===== config.mk =====
export PLATFORM = sky130hd
export DESIGN_NAME = lcd_pwr_seq
export DESIGN_NICKNAME = d
export VERILOG_FILES = /design/src/rtl/lcd_pwr_seq.sv
export SDC_FILE = /design/constraint.sdc
export NUM_CORES = 1
export LEC_CHECK = 0
export BUFFER_PORTS_ARGS = -buffer_cell sky130_fd_sc_hd__clkbuf_2
export CAP_MARGIN = 20
export CELL_PAD_IN_SITES_DETAIL_PLACEMENT = 1
export CELL_PAD_IN_SITES_GLOBAL_PLACEMENT = 1
export CORE_UTILIZATION = 40
export DETAILED_ROUTE_END_ITERATION = 8
export GPL_TIMING_DRIVEN = 0
export MAX_ROUTING_LAYER = met4
export PLACE_DENSITY = 0.81
export RECOVER_POWER = 25
export SYNTH_ARGS = -nofsm -noshare
export SYNTH_HDL_FRONTEND = slang
export SYNTH_SLANG_ARGS = --single-unit

===== constraint.sdc =====
create_clock -name clk -period 8.5 [get_ports clk]
set_input_delay 2.55 -clock clk [delete_from_list [all_inputs] [get_ports clk]]
set_output_delay 2.55 -clock clk [all_outputs]
set_load 0.03 [all_outputs]

===== src/rtl/lcd_pwr_seq.sv =====
module lcd_pwr_seq #(
  parameter int unsigned WAIT_CYCLES = 2_000_000
) (
  input  logic clk,
  input  logic rst,
  input  logic cfg_wr,
  input  logic cfg_en,
  input  logic cfg_pwr,
  input  logic blank,
  input  logic unblank,
  output logic en_o,
  output logic pwr_o,
  output logic busy_o
);

  localparam int CW = $clog2(WAIT_CYCLES + 1);
  localparam logic [CW-1:0] LAST = CW'(WAIT_CYCLES - 1);

  typedef enum logic [1:0] {S_IDLE, S_UP, S_DN} st_t;

  st_t           st;
  logic [CW-1:0] cnt;
  logic [1:0]    stored, stored_nx, req_t, go_t, pend_t;
  logic          pend_v, keep_en, req, go, tgt_en, tgt_pw, last;

  assign stored_nx = cfg_wr ? {cfg_en, cfg_pwr} : stored;
  assign req       = cfg_wr | blank | unblank;
  assign req_t     = blank ? 2'b00 : stored_nx;
  assign go        = (st == S_IDLE) && (req || pend_v);
  assign go_t      = req ? req_t : pend_t;
  assign tgt_en    = go_t[1];
  assign tgt_pw    = go_t[1] & go_t[0];
  assign last      = (cnt == LAST);
  assign busy_o    = (st != S_IDLE);

  always_ff @(posedge clk) begin
    if (rst) begin
      st      <= S_IDLE;
      cnt     <= '0;
      stored  <= 2'b00;
      pend_v  <= 1'b0;
      pend_t  <= 2'b00;
      keep_en <= 1'b0;
      en_o    <= 1'b0;
      pwr_o   <= 1'b0;
    end else begin
      stored <= stored_nx;
      if (st != S_IDLE && req) begin
        pend_v <= 1'b1;
        pend_t <= req_t;
      end
      case (st)
        S_IDLE: if (go) begin
          pend_v <= 1'b0;
          cnt    <= '0;
          if (tgt_en) begin
            en_o <= 1'b1;
            if (tgt_pw && !pwr_o) begin
              st <= S_UP;
            end else if (!tgt_pw && pwr_o) begin
              pwr_o   <= 1'b0;
              keep_en <= 1'b1;
              st      <= S_DN;
            end
          end else if (pwr_o) begin
            pwr_o   <= 1'b0;
            keep_en <= 1'b0;
            st      <= S_DN;
          end else begin
            en_o <= 1'b0;
          end
        end
        S_UP: if (last) begin
          pwr_o <= 1'b1;
          st    <= S_IDLE;
        end else begin
          cnt <= cnt + 1'b1;
        end
        S_DN: if (last) begin
          en_o <= keep_en;
          st   <= S_IDLE;
        end else begin
          cnt <= cnt + 1'b1;
        end
        default: st <= S_IDLE;
      endcase
    end
  end

  logic [CW-1:0] up_run;
  always_ff @(posedge clk) begin
    if (rst || !(en_o && !pwr_o)) up_run <= '0;
    else if (up_run != CW'(WAIT_CYCLES)) up_run <= up_run + 1'b1;
  end

  a_r8_pwr_needs_en: assert property (@(posedge clk) disable iff (rst)
    pwr_o |-> en_o);
  a_r2_up_gap: assert property (@(posedge clk) disable iff (rst)
    $rose(pwr_o) |-> (up_run >= CW'(WAIT_CYCLES)));
  a_r3_en_outlives_pwr: assert property (@(posedge clk) disable iff (rst)
    $fell(pwr_o) |=> en_o);
  a_r12_busy_before_pwr: assert property (@(posedge clk) disable iff (rst)
    $rose(pwr_o) |-> $past(busy_o));
  a_r1_reset_clears: assert property (@(posedge clk)
    $past(rst) |-> (!en_o && !pwr_o && !busy_o));

endmodule


== After elaboration in Yosys (flattened, before gate mapping) ==
Cells that the tools add are included.
Storage, ports and cells
  bits in read-only memories: 0
  latch bits: 0
  bits in writable memories: 0
  logic and storage cells: 77
  memories: 0
  bits in registers: 31
  input port bits: 7
Cells by class
  div/mod/pow operators: 0
  magnitude comparators: 0
  shift operators: 0
  bitwise operators: 3
  add/subtract/negate cells: 1
  reduce and logical (&&, ||, !) cells: 19
  equal/unequal tests: 15
  $mul: 0
  mux-type cells: 31
Operators by type and width (count)
  $mux 21: 2
  $pmux 21 s2: 1
  $add 21x1->21 const B: 1
  $eq 21x21->1 const B: 1
  $mux 2: 9
  $mux 1: 16
  $ne 2x2->1 const B: 5
  $reduce_and 5->1: 2
  $reduce_bool 2->1: 5
  $ne 3x3->1 const B: 3
  $reduce_and 4->1: 2
  $logic_and 1x1->1: 4
  $ne 2x1->1 const B: 2
  $ne 4x2->1 const B: 1
  $pmux 1 s2: 2
  $pmux 2 s2: 1
  $ne 3x2->1 const B: 1
  $reduce_and 3->1: 1
  $eq 2x1->1 const B: 1
  $eq 2x2->1 const B: 1
  $logic_not 1->1: 2
  $logic_not 2->1: 1
  $or 1x1->1: 2
  $reduce_or 2->1: 1
  other kinds (2): 2

== Depth between registers and ports, before layout ==
Gate-level depths: netlist (run 1).
  word-level depth: 11
  gate-level depth with buffers: 10

== Worst setup path before layout (run 1) ==
No wires, ideal clock.
  path type: input to register
  from: in unblank
  to: reg st[0]
  setup time: 0.061 ns
  stages on the path: 10
  data arrival time: 4.653 ns
  buffers on the path: 1
  data required time: 8.439 ns
  setup slack: 3.786 ns
  path through: clkbuf_1 -> mux2_2 -> o211a_1 -> o311ai_0 -> inv_1 -> ha_1 -> o2111ai_1 -> o211ai_1 -> a2111oi_2 -> a32o_1
Between the ends
  word-level cells in the longest chain between the ends: 8
  elaborated cells between the ends (all ways): 16
  classes of those cells: eq/ne (3); mux (5); bitwise (2); reduce/logical (6)
Ends and longest elaborated chain
  start: declaration: RTL line 10  | input logic unblank,
  $or 1x1->1 *: RTL line 27  | assign req = cfg_wr | blank | unblank;
  $mux 2: RTL line 30  | assign go_t = req ? req_t : pend_t;
  $and 1x1->1: RTL line 32  | assign tgt_pw = go_t[1] & go_t[0];
  $logic_and 1x1->1: RTL line 58  | if (tgt_pw && !pwr_o) begin
  $mux 2: RTL line 58
  $mux 2: RTL line 56  | if (tgt_en) begin
  $mux 2: RTL line 53  | S_IDLE: if (go) begin
  $pmux 2 s2: RTL line 52  | case (st)
  end signal: assignment: RTL line 59  | st <= S_UP;
  end signal: assignment: RTL line 63  | st <= S_DN;
  end signal: assignment: RTL line 68  | st <= S_DN;
  end: declaration: RTL line 21  | st_t st;
Mark *: on every way between the ends. The rest lies on a longest branch, timed or not. The select of a mux whose other input is x is not followed.
A chain may end at the register's enable or synchronous reset.

== Worst setup path after layout (run 1) ==
Ends and elaborated chain as after synthesis.

==> flow_metrics.env, run 1 <==
export IMPL_status="finished clean"
export IMPL_yosys_top_cells_area="dfxtp_1 (33%), nand2_1 (4.3%), a21oi_1 (3.9%)"
export IMPL_route_vias_total=1877
export IMPL_setup_tns_ns=0
export IMPL_rsz0062_at_grt="no"
export IMPL_powerDensity_nw_per_um2=152.8
export IMPL_grt_overflow=0
export IMPL_hpwlAfterDp_microns=4000
export IMPL_finalNetCount=258
export IMPL_die_w_microns=70.96
export IMPL_ys_seq_elements=31
export IMPL_synth_edf_count=0
export IMPL_drt_total_wl_microns=5400
export IMPL_drt_vias_per_instance=6.299
export IMPL_hold_buffers=0
export IMPL_num_rows=24
export IMPL_hold_path_class="flip-flop to flip-flop"
export IMPL_maxSlewViolCount=0
export IMPL_wl_met1_microns=2612
export IMPL_cp_startpoint="unblank"
export IMPL_core_area_sq_um=4474
export IMPL_gr_usage_all_layers=0.2428
export IMPL_dr_pass1_iters=4
export IMPL_setup_viol=0
export IMPL_ios=10
export IMPL_port_buffers=8
export IMPL_drv_cap=0
export IMPL_drcViolationCount=0
export IMPL_worstPathArrival_ns=5.21
export IMPL_post_cts_setup_buffers=0
export IMPL_root_buffer="clkbuf_8"
export IMPL_clk_path_buf_depth=2
export IMPL_drive_gt1_frac=0.09756
export IMPL_yosysSeqAreaShare=0.3263
export IMPL_synth_most_common_cell="dfxtp_1"
export IMPL_initial_utilization=0.4251
export IMPL_cts_max_level=2
export IMPL_syn_nets=243
export IMPL_diodes=0
export IMPL_tritoncts="done"
export IMPL_yosysUniqueCellTypes=54
export IMPL_required_ns=8.73
export IMPL_post_place_ws_ns=3.358
export IMPL_synth_top_area_share=0.3263
export IMPL_insertion_delay_ns=0.29
export IMPL_critPathKind="input pin to flip-flop"
export IMPL_vdd_drop_max_mv=0.08167
export IMPL_wire_per_inst_microns=18.12
export IMPL_layout_setup_ws_ns=3.523
export IMPL_cts_sinks=31
export IMPL_async_flop_share=0
export IMPL_synth_commonest_cells="dfxtp_1 (31), nand2_1 (22), a21oi_1 (15)"
export IMPL_gp_congestion=0.8243
export IMPL_power_mw=0.3212
export IMPL_crit_path_start_kind="input pin"
export IMPL_min_from="pend_t[1]"
export IMPL_postRouteAntennaNets=0
export IMPL_layout_min_cycle_time_ns=4.977
export IMPL_top_layer="met4"
export IMPL_end_kind="flip-flop"
export IMPL_cts_buffers=5
export IMPL_postSynthCellCount=230
export IMPL_route_met2_wl_microns=2500
export IMPL_path_clk_slew_ns=0.06
export IMPL_hold_viol=0
export IMPL_finClkSkew_ns=0.008499
export IMPL_synth_ff_type="dfxtp_1"
export IMPL_grt_pass1_wl_microns=9177
export IMPL_die_h_microns=70.96
export IMPL_antenna_found_initial=0
export IMPL_leakage_nw=0.7241
export IMPL_grt_pass1_vias=1841
export IMPL_layout_area_overhead_vs_synth_pct=10.53
export IMPL_rr_startpoint="cnt[0]"
export IMPL_cts_resized=0
export IMPL_crit_fanout=9
export IMPL_grt_max_degree=11
export IMPL_yosysWarnings=0
export IMPL_finalCritPeriodShare=0.5855
export IMPL_die_area_sq_um=5035
export IMPL_slew_headroom=0.4108
export IMPL_yosys_area_top_type="dfxtp_1"
export IMPL_timing_fmax_mhz=200.9
export IMPL_tightestPinTransition_ns=0.8742
export IMPL_drt_initial_drc_count=89
export IMPL_route_met3_wl_microns=209
export IMPL_synthesis_area_sq_um=1902
export IMPL_avgSynthCellArea_sq_um=8.269
where the power goes:
part           switching [mW]  leakage (nW)  internal, mW  total, mW
clock network          0.0553        0.0515        0.0738      0.129
logic                  0.0289         0.422        0.0140     0.0429
registers             0.00168         0.250         0.148      0.149
cell families after synthesis:
kind of cell	count (synthesis)	share of synthesized area
compound gates	77	0.2869
fa+ha+maj	6	0.03947
mux	4	0.02237
flops	31	0.3263
buf+inv	19	0.03750
simple gates	93	0.2875
critical path, cell delays in order:
cell and delay (ns):
clkbuf_1 0.31, mux2_2 0.42, o211a_1 0.31, o311ai_0 0.23, inv_1 0.13, ha_1 0.33, o2111ai_1 0.12, o211ai_1 0.15
a2111oi_2 0.43, a32o_1 0.22
sequential cells by signal, indices dropped and copies added, names as in the netlist:
register,flops
pend_t,2
keep_en,1
en_o,1
pend_v,1
stored,2
st,2
pwr_o,1
cnt,21
layout by cell type (no fill, tap or decap), types with 7 or more instances in the layout:
| master | n |
|---|---|
| inv_1 | 9 |
| or4_1 | 7 |
| dfxtp_1 | 31 |
| nand2_1 | 22 |
| clkbuf_8 | 7 |
| a21oi_1 | 15 |
| a31oi_1 | 8 |
| clkbuf_1 | 14 |
| o21ai_0 | 14 |
| nor2_1 | 13 |
metrics by stage:
stage,utilization,instances,hold slack [ns],instance area (sq um)
floorplan,-,230,0.4303,1902
global placement,0.4485,290,0.4648,2007
detailed placement,0.4485,290,0.4677,2007
CTS,0.4709,298,0.4771,2107
global route,0.4698,298,0.5051,2102
finish,0.4698,298,0.4760,2102
per-layer routing:
layer | GRT usage | vias to the layer above
met1 | 0.3242 | 919
met2 | 0.3739 | 33
li1 | - | 918
met3 | 0.04701 | 7
met5 | - | -
met4 | 0.07111 | 0
final cells by class:
cell class	instances	area (sq um)
Timing Repair Buffer	8	35.03
Inverter	9	33.78
Clock buffer	8	100.1
Buffer	10	37.54
Multi-Input combinational cell	180	1210
Fill cell	550	2372
Sequential cell	31	620.6
Tap cell	52	65.06
worst paths after layout:
| kind | endpoint | slack (ns) | depth (start not counted) |
|---|---|---|---|
| setup / recovery | st[0] | 3.52 | 10 |
| hold / removal | pend_t[1] | 0.48 | 2 |
| setup reg to reg | cnt[4] | 5.78 | 8 |
| hold reg to reg | pend_t[1] | 0.48 | 2 |
No activity file was read; power rests on OpenSTA's default activity.
==> run 2, diff against run 1 <==
PLACE_DENSITY = 0.84   (was 0.81)
clock period = 4.5 ns   (was 8.5 ns; I/O delays follow)
==> run 2 against run 1 <==
  * Total power is 80% higher
  * Combinational power is 89% higher
  * Worst hold slack better by 0.0076 ns
  * Critical path depth is 1 higher
  * Critical path type unchanged
  * Largest power group unchanged
==> flow_metrics.env, run 2 (synthesis gave the netlist of run 1 again) <==
export IMPL_insertion_delay_ns=0.28
export IMPL_die_w_microns=70.96
export IMPL_met1_usage=0.3208
export IMPL_critPathKind="input pin to flip-flop"
export IMPL_vdd_drop_max_mv=0.1887
export IMPL_hold_viol=0
export IMPL_layout_setup_ws_ns=0.8847
export IMPL_regMostFlops="cnt"
export IMPL_num_rows=24
export IMPL_final_fill_count=551
export IMPL_drive_gt1_frac=0.1016
export IMPL_drcViolationCount=0
export IMPL_hpwlAfterDp_microns=4091
export IMPL_grt_busiest_layer="met2"
export IMPL_port_buffers=8
export IMPL_layout_area_overhead_vs_synth_pct=9.671
export IMPL_post_place_ws_ns=0.6365
export IMPL_die_area_sq_um=5035
export IMPL_grt_pass1_wl_microns=9114
export IMPL_root_buffer="clkbuf_8"
export IMPL_path_clk_slew_ns=0.07
export IMPL_gr_usage_all_layers=0.2378
export IMPL_required_ns=4.73
export IMPL_finalNetCount=258
export IMPL_crit_buf_inv=3
export IMPL_route_vias_total=1889
export IMPL_postRouteAntennaNets=0
export IMPL_worstHoldPathCells=2
export IMPL_cts_buffers=5
export IMPL_powerDensity_nw_per_um2=277.3
export IMPL_drt_vias_per_instance=6.339
export IMPL_grt_pass1_vias=1828
export IMPL_worstPathArrival_ns=3.84
export IMPL_use_met2=0.3782
export IMPL_rsz0062_at_grt="no"
export IMPL_cts_max_level=2
export IMPL_gp_congestion=0.8137
export IMPL_drv_cap=0
export IMPL_crit_path_start_kind="input pin"
export IMPL_critPathTopFamily="compound AO/OA/AOI/OAI gates"
export IMPL_setup_tns_ns=0
export IMPL_ios=10
export IMPL_die_h_microns=70.96
export IMPL_cts_sinks=31
export IMPL_antenna_found_initial=0
export IMPL_slowest_delay_ns=0.39
export IMPL_tightestPinTransition_ns=0.8515
export IMPL_end_kind="flip-flop"
export IMPL_layout_min_cycle_time_ns=3.615
export IMPL_core_area_sq_um=4474
export IMPL_use_met3=0.03846
export IMPL_cp_common_cell="clkbuf_1"
export IMPL_dp_cells=290
export IMPL_status="finished clean"
export IMPL_slew_headroom=0.4297
export IMPL_diodes=0
export IMPL_largest_register_ffs=21
export IMPL_post_cts_setup_buffers=0
export IMPL_cts_resized=0
export IMPL_critPathSlowestCell="clkbuf_1"
export IMPL_leakage_nw=0.7202
export IMPL_most_common_layout_cells="dfxtp_1 (31), nand2_1 (22), a21oi_1 (15)"
export IMPL_hold_path_class="flip-flop to flip-flop"
export IMPL_r2r_cells=8
export IMPL_grt_max_degree=11
export IMPL_setup_viol=0
export IMPL_wire_per_inst_microns=18.19
export IMPL_worst_path_stages=11
export IMPL_finalCritPeriodShare=0.8034
export IMPL_clk_path_buf_depth=2
export IMPL_finClkSkew_ns=0.005893
export IMPL_crit_fanout=10
export IMPL_dr_pass1_iters=6
export IMPL_timing_fmax_mhz=276.6
export IMPL_layout_commonest_cell="dfxtp_1"
export IMPL_maxSlewViolCount=0
export IMPL_hold_buffers=0
export IMPL_grt_overflow=0
export IMPL_tritoncts="done"
export IMPL_path_cells="clkbuf_1 > clkbuf_1 > mux2i_1 > o21ai_0 > o311ai_0 > inv_1 > ha_1 > o2111ai_1 > o211ai_1 > a2111oi_2 > a32o_1"
export IMPL_drt_initial_drc_count=107
export IMPL_drt_total_wl_microns=5420
export IMPL_initial_utilization=0.4251
export IMPL_instances_no_fill=298
-- run 2: area by class of cell --
| class | count | area [sq um] | area share |
|---|---|---|---|
| clock inverter | 3 | 15.01 | 0.007199 |
| buffer | 10 | 37.54 | 0.01800 |
| sequential | 31 | 620.6 | 0.2975 |
| multi-input combinational | 180 | 1210 | 0.5801 |
| timing repair buffer | 8 | 35.03 | 0.01680 |
| inverter | 9 | 33.78 | 0.01620 |
| clock buffer | 5 | 68.82 | 0.03299 |
| tap | 52 | 65.06 | 0.03119 |
-- run 2: power breakdown --
| part | internal (mW) | total [mW] | switching (mW) |
|---|---|---|---|
| Sequential | 0.279 | 0.282 | 0.00303 |
| Combinational | 0.0263 | 0.0810 | 0.0547 |
| Clock | 0.106 | 0.216 | 0.110 |
-- run 2: worst reg2reg max path, stage by stage, from the launching register on --
cell	delay, ns
dfxtp_1	0.35
ha_1	0.25
and4_1	0.20
clkbuf_1	0.20
and2_0	0.21
clkbuf_1	0.14
a31oi_1	0.71
nor2_1	0.24
a211o_1	0.34
-- run 2: path summary, 6_finish.rpt --
check                           startpoint   endpoint  slack, ns
worst max-delay path                cfg_wr      st[0]       0.88
worst min-delay path             pend_t[0]  pend_t[0]       0.48
worst min register to register   pend_t[0]  pend_t[0]       0.48
worst max register to register      cnt[0]    cnt[18]       1.76
-- run 2: per-stage QoR --
step / area [sq um] / utilization / hold slack [ns] / total power [mW]
finish: 2086 / 0.4662 / 0.4836 / 0.5784
floorplan: 1902 / - / 0.4303 / 0.3431
CTS: 2091 / 0.4673 / 0.4895 / 0.5821
global placement: 2007 / 0.4485 / 0.4584 / 0.3659
global route: 2086 / 0.4662 / 0.5069 / 0.6017
detailed placement: 2007 / 0.4485 / 0.4792 / 0.3691
-- run 2: per-layer routing --
layer	up-vias	wire, microns
li1	918	-
met1	927	2601
met2	35	2510
met3	9	248
met4	0	59
met5	-	0
==> run 3, diff against run 2 <==
PLACE_DENSITY = 0.81   (was 0.84)
clock period = 3.7 ns   (was 4.5 ns; I/O delays follow)
==> run 3 against run 2 <==
  * Worst hold slack worse by 0.0075 ns
  * Count of clock-buffer cells in the layout is 3 higher
  * Worst setup slack got worse by 0.71 ns
  * Highest routed layer unchanged
  * Non-clock buffer count unchanged
  * Total power is 28% higher
  * Register-to-register slack worse by 0.79 ns
  * Critical endpoint unchanged
==> flow_metrics.env, run 3 (synthesis gave the netlist of run 1 again) <==
export IMPL_ios=10
export IMPL_initial_utilization=0.4251
export IMPL_slowest_delay_ns=0.43
export IMPL_gr_usage_all_layers=0.2428
export IMPL_root_buffer="clkbuf_8"
export IMPL_min_from="pend_t[1]"
export IMPL_slew_headroom=0.4062
export IMPL_critPathKind="input pin to flip-flop"
export IMPL_holdPathEnd="pend_t[1]"
export IMPL_r2r_end="cnt[4]"
export IMPL_postRouteAntennaNets=0
export IMPL_finalNetCount=258
export IMPL_cts_buffers=5
export IMPL_setup_tns_ns=0
export IMPL_regMostFlops="cnt"
export IMPL_r2r_setup_slack_ns=0.97
export IMPL_post_cts_setup_buffers=0
export IMPL_powerDensity_nw_per_um2=350.8
export IMPL_wl_met1_microns=2656
export IMPL_drcViolationCount=0
export IMPL_dr_pass1_iters=4
export IMPL_finalCritPeriodShare=0.9520
export IMPL_critPathTopFamily="compound AO/OA/AOI/OAI gates"
export IMPL_drt_total_wl_microns=5398
export IMPL_drive_gt1_frac=0.1016
export IMPL_hold_buffers=0
export IMPL_rr_startpoint="cnt[0]"
export IMPL_layout_area_overhead_vs_synth_pct=10.59
export IMPL_path_clk_slew_ns=0.06
export IMPL_die_area_sq_um=5035
export IMPL_end_kind="flip-flop"
export IMPL_drt_vias_per_instance=6.228
export IMPL_crit_fanout=9
export IMPL_layout_commonest_cell="dfxtp_1"
export IMPL_route_met3_wl_microns=165
export IMPL_insertion_delay_ns=0.29
export IMPL_drv_cap=0
export IMPL_setup_viol=0
export IMPL_port_buffers=8
export IMPL_rsz0062_at_grt="no"
export IMPL_cts_resized=0
export IMPL_route_vias_total=1856
export IMPL_vdd_drop_max_mv=0.1873
export IMPL_drt_initial_drc_count=103
export IMPL_maxSlewViolCount=0
export IMPL_core_area_sq_um=4474
export IMPL_path_cells="clkbuf_1 > mux2_2 > o211a_1 > o311ai_0 > inv_1 > ha_1 > o2111ai_1 > o211ai_1 > a2111oi_2 > a32o_1"
export IMPL_power_mw=0.7378
export IMPL_hold_viol=0
export IMPL_grt_pass1_vias=1841
export IMPL_die_w_microns=70.96
export IMPL_top_layer="met4"
export IMPL_r2r_cells=8
export IMPL_tritoncts="done"
export IMPL_route_met2_wl_microns=2496
export IMPL_worstHoldPathCells=2
export IMPL_design_area_sq_um=2103
export IMPL_required_ns=3.93
export IMPL_hold_path_class="flip-flop to flip-flop"
export IMPL_cts_max_level=2
export IMPL_grt_overflow=0
export IMPL_num_rows=24
export IMPL_leakage_nw=0.7270
export IMPL_largest_register_ffs=21
export IMPL_die_h_microns=70.96
export IMPL_finClkSkew_ns=0.008951
export IMPL_antenna_found_initial=0
export IMPL_hpwlAfterDp_microns=4000
export IMPL_gp_congestion=0.8243
export IMPL_tightestPinTransition_ns=0.8810
export IMPL_worstPathArrival_ns=3.75
export IMPL_timing_fmax_mhz=283.9
export IMPL_crit_buf_inv=2
export IMPL_status="finished clean"
export IMPL_postPlaceCellArea_sq_um=2007
export IMPL_grt_pass1_wl_microns=9177
export IMPL_hold_slack_ns=0.4761
export IMPL_critPathSlowestCell="a2111oi_2"
export IMPL_clk_path_buf_depth=2
export IMPL_layout_min_cycle_time_ns=3.522
export IMPL_cts_sinks=31
export IMPL_final_util=0.4701
export IMPL_crit_path_start_kind="input pin"
export IMPL_most_common_layout_cells="dfxtp_1 (31), nand2_1 (22), a21oi_1 (15)"
export IMPL_grt_max_degree=11
export IMPL_diodes=0
export IMPL_worst_path_stages=10
export IMPL_wire_per_inst_microns=18.11
-- run 3: cell types whose count changed in the layout (fill, tap and decap cells not counted) --
| cell | change |
|---|---|
| clkbuf_8 | +2 |
| clkbuf_2 | +1 |
| clkinv_2 | -3 |
-- run 3: area by class of cell --
class / count / area [sq um]
clock buffers: 8 / 100.1
inverters: 9 / 33.78
multi-input cells: 180 / 1210
flip-flops and latches: 31 / 620.6
well taps: 52 / 65.06
repair buffers: 8 / 36.28
plain buffers: 10 / 37.54
fillers: 550 / 2371
-- run 3: how the worst max path moves through the flow --
stage / startpoint / end / slack, ns
finish: unblank / st[0] / 0.18
global route: unblank / st[0] / 0.05
floorplan: unblank / st[0] / 0.43
detailed placement: unblank / st[0] / -0.002
global placement: unblank / st[0] / 0.12
CTS: unblank / st[0] / 0.23
-- run 3: routing by layer --
metal / vias up / global-route usage
met5: - / -
li1: 915 / -
met1: 915 / 0.3242
met3: 7 / 0.04701
met2: 19 / 0.3739
met4: 0 / 0.07111
-- run 3: tightest hold or removal path, cell delays in order, from the launching register on --
cell,delay [ns]
dfxtp_1,0.30
o21ai_0,0.07
a21oi_1,0.06
-- run 3: report_power, final --
| group | total [mW] | internal [mW] | switching [mW] | leakage (nW) |
|---|---|---|---|---|
| clock network | 0.296 | 0.170 | 0.127 | 0.0515 |
| logic | 0.0986 | 0.0323 | 0.0662 | 0.425 |
| registers | 0.343 | 0.339 | 0.00386 | 0.250 |
-- run 3: per-stage QoR --
step | worst slack [ns] | instances
floorplan | 0.4264 | 230
global placement | 0.1175 | 290
detailed placement | -0.001745 | 290
CTS | 0.2252 | 298
global route | 0.05178 | 298
finish | 0.1778 | 298
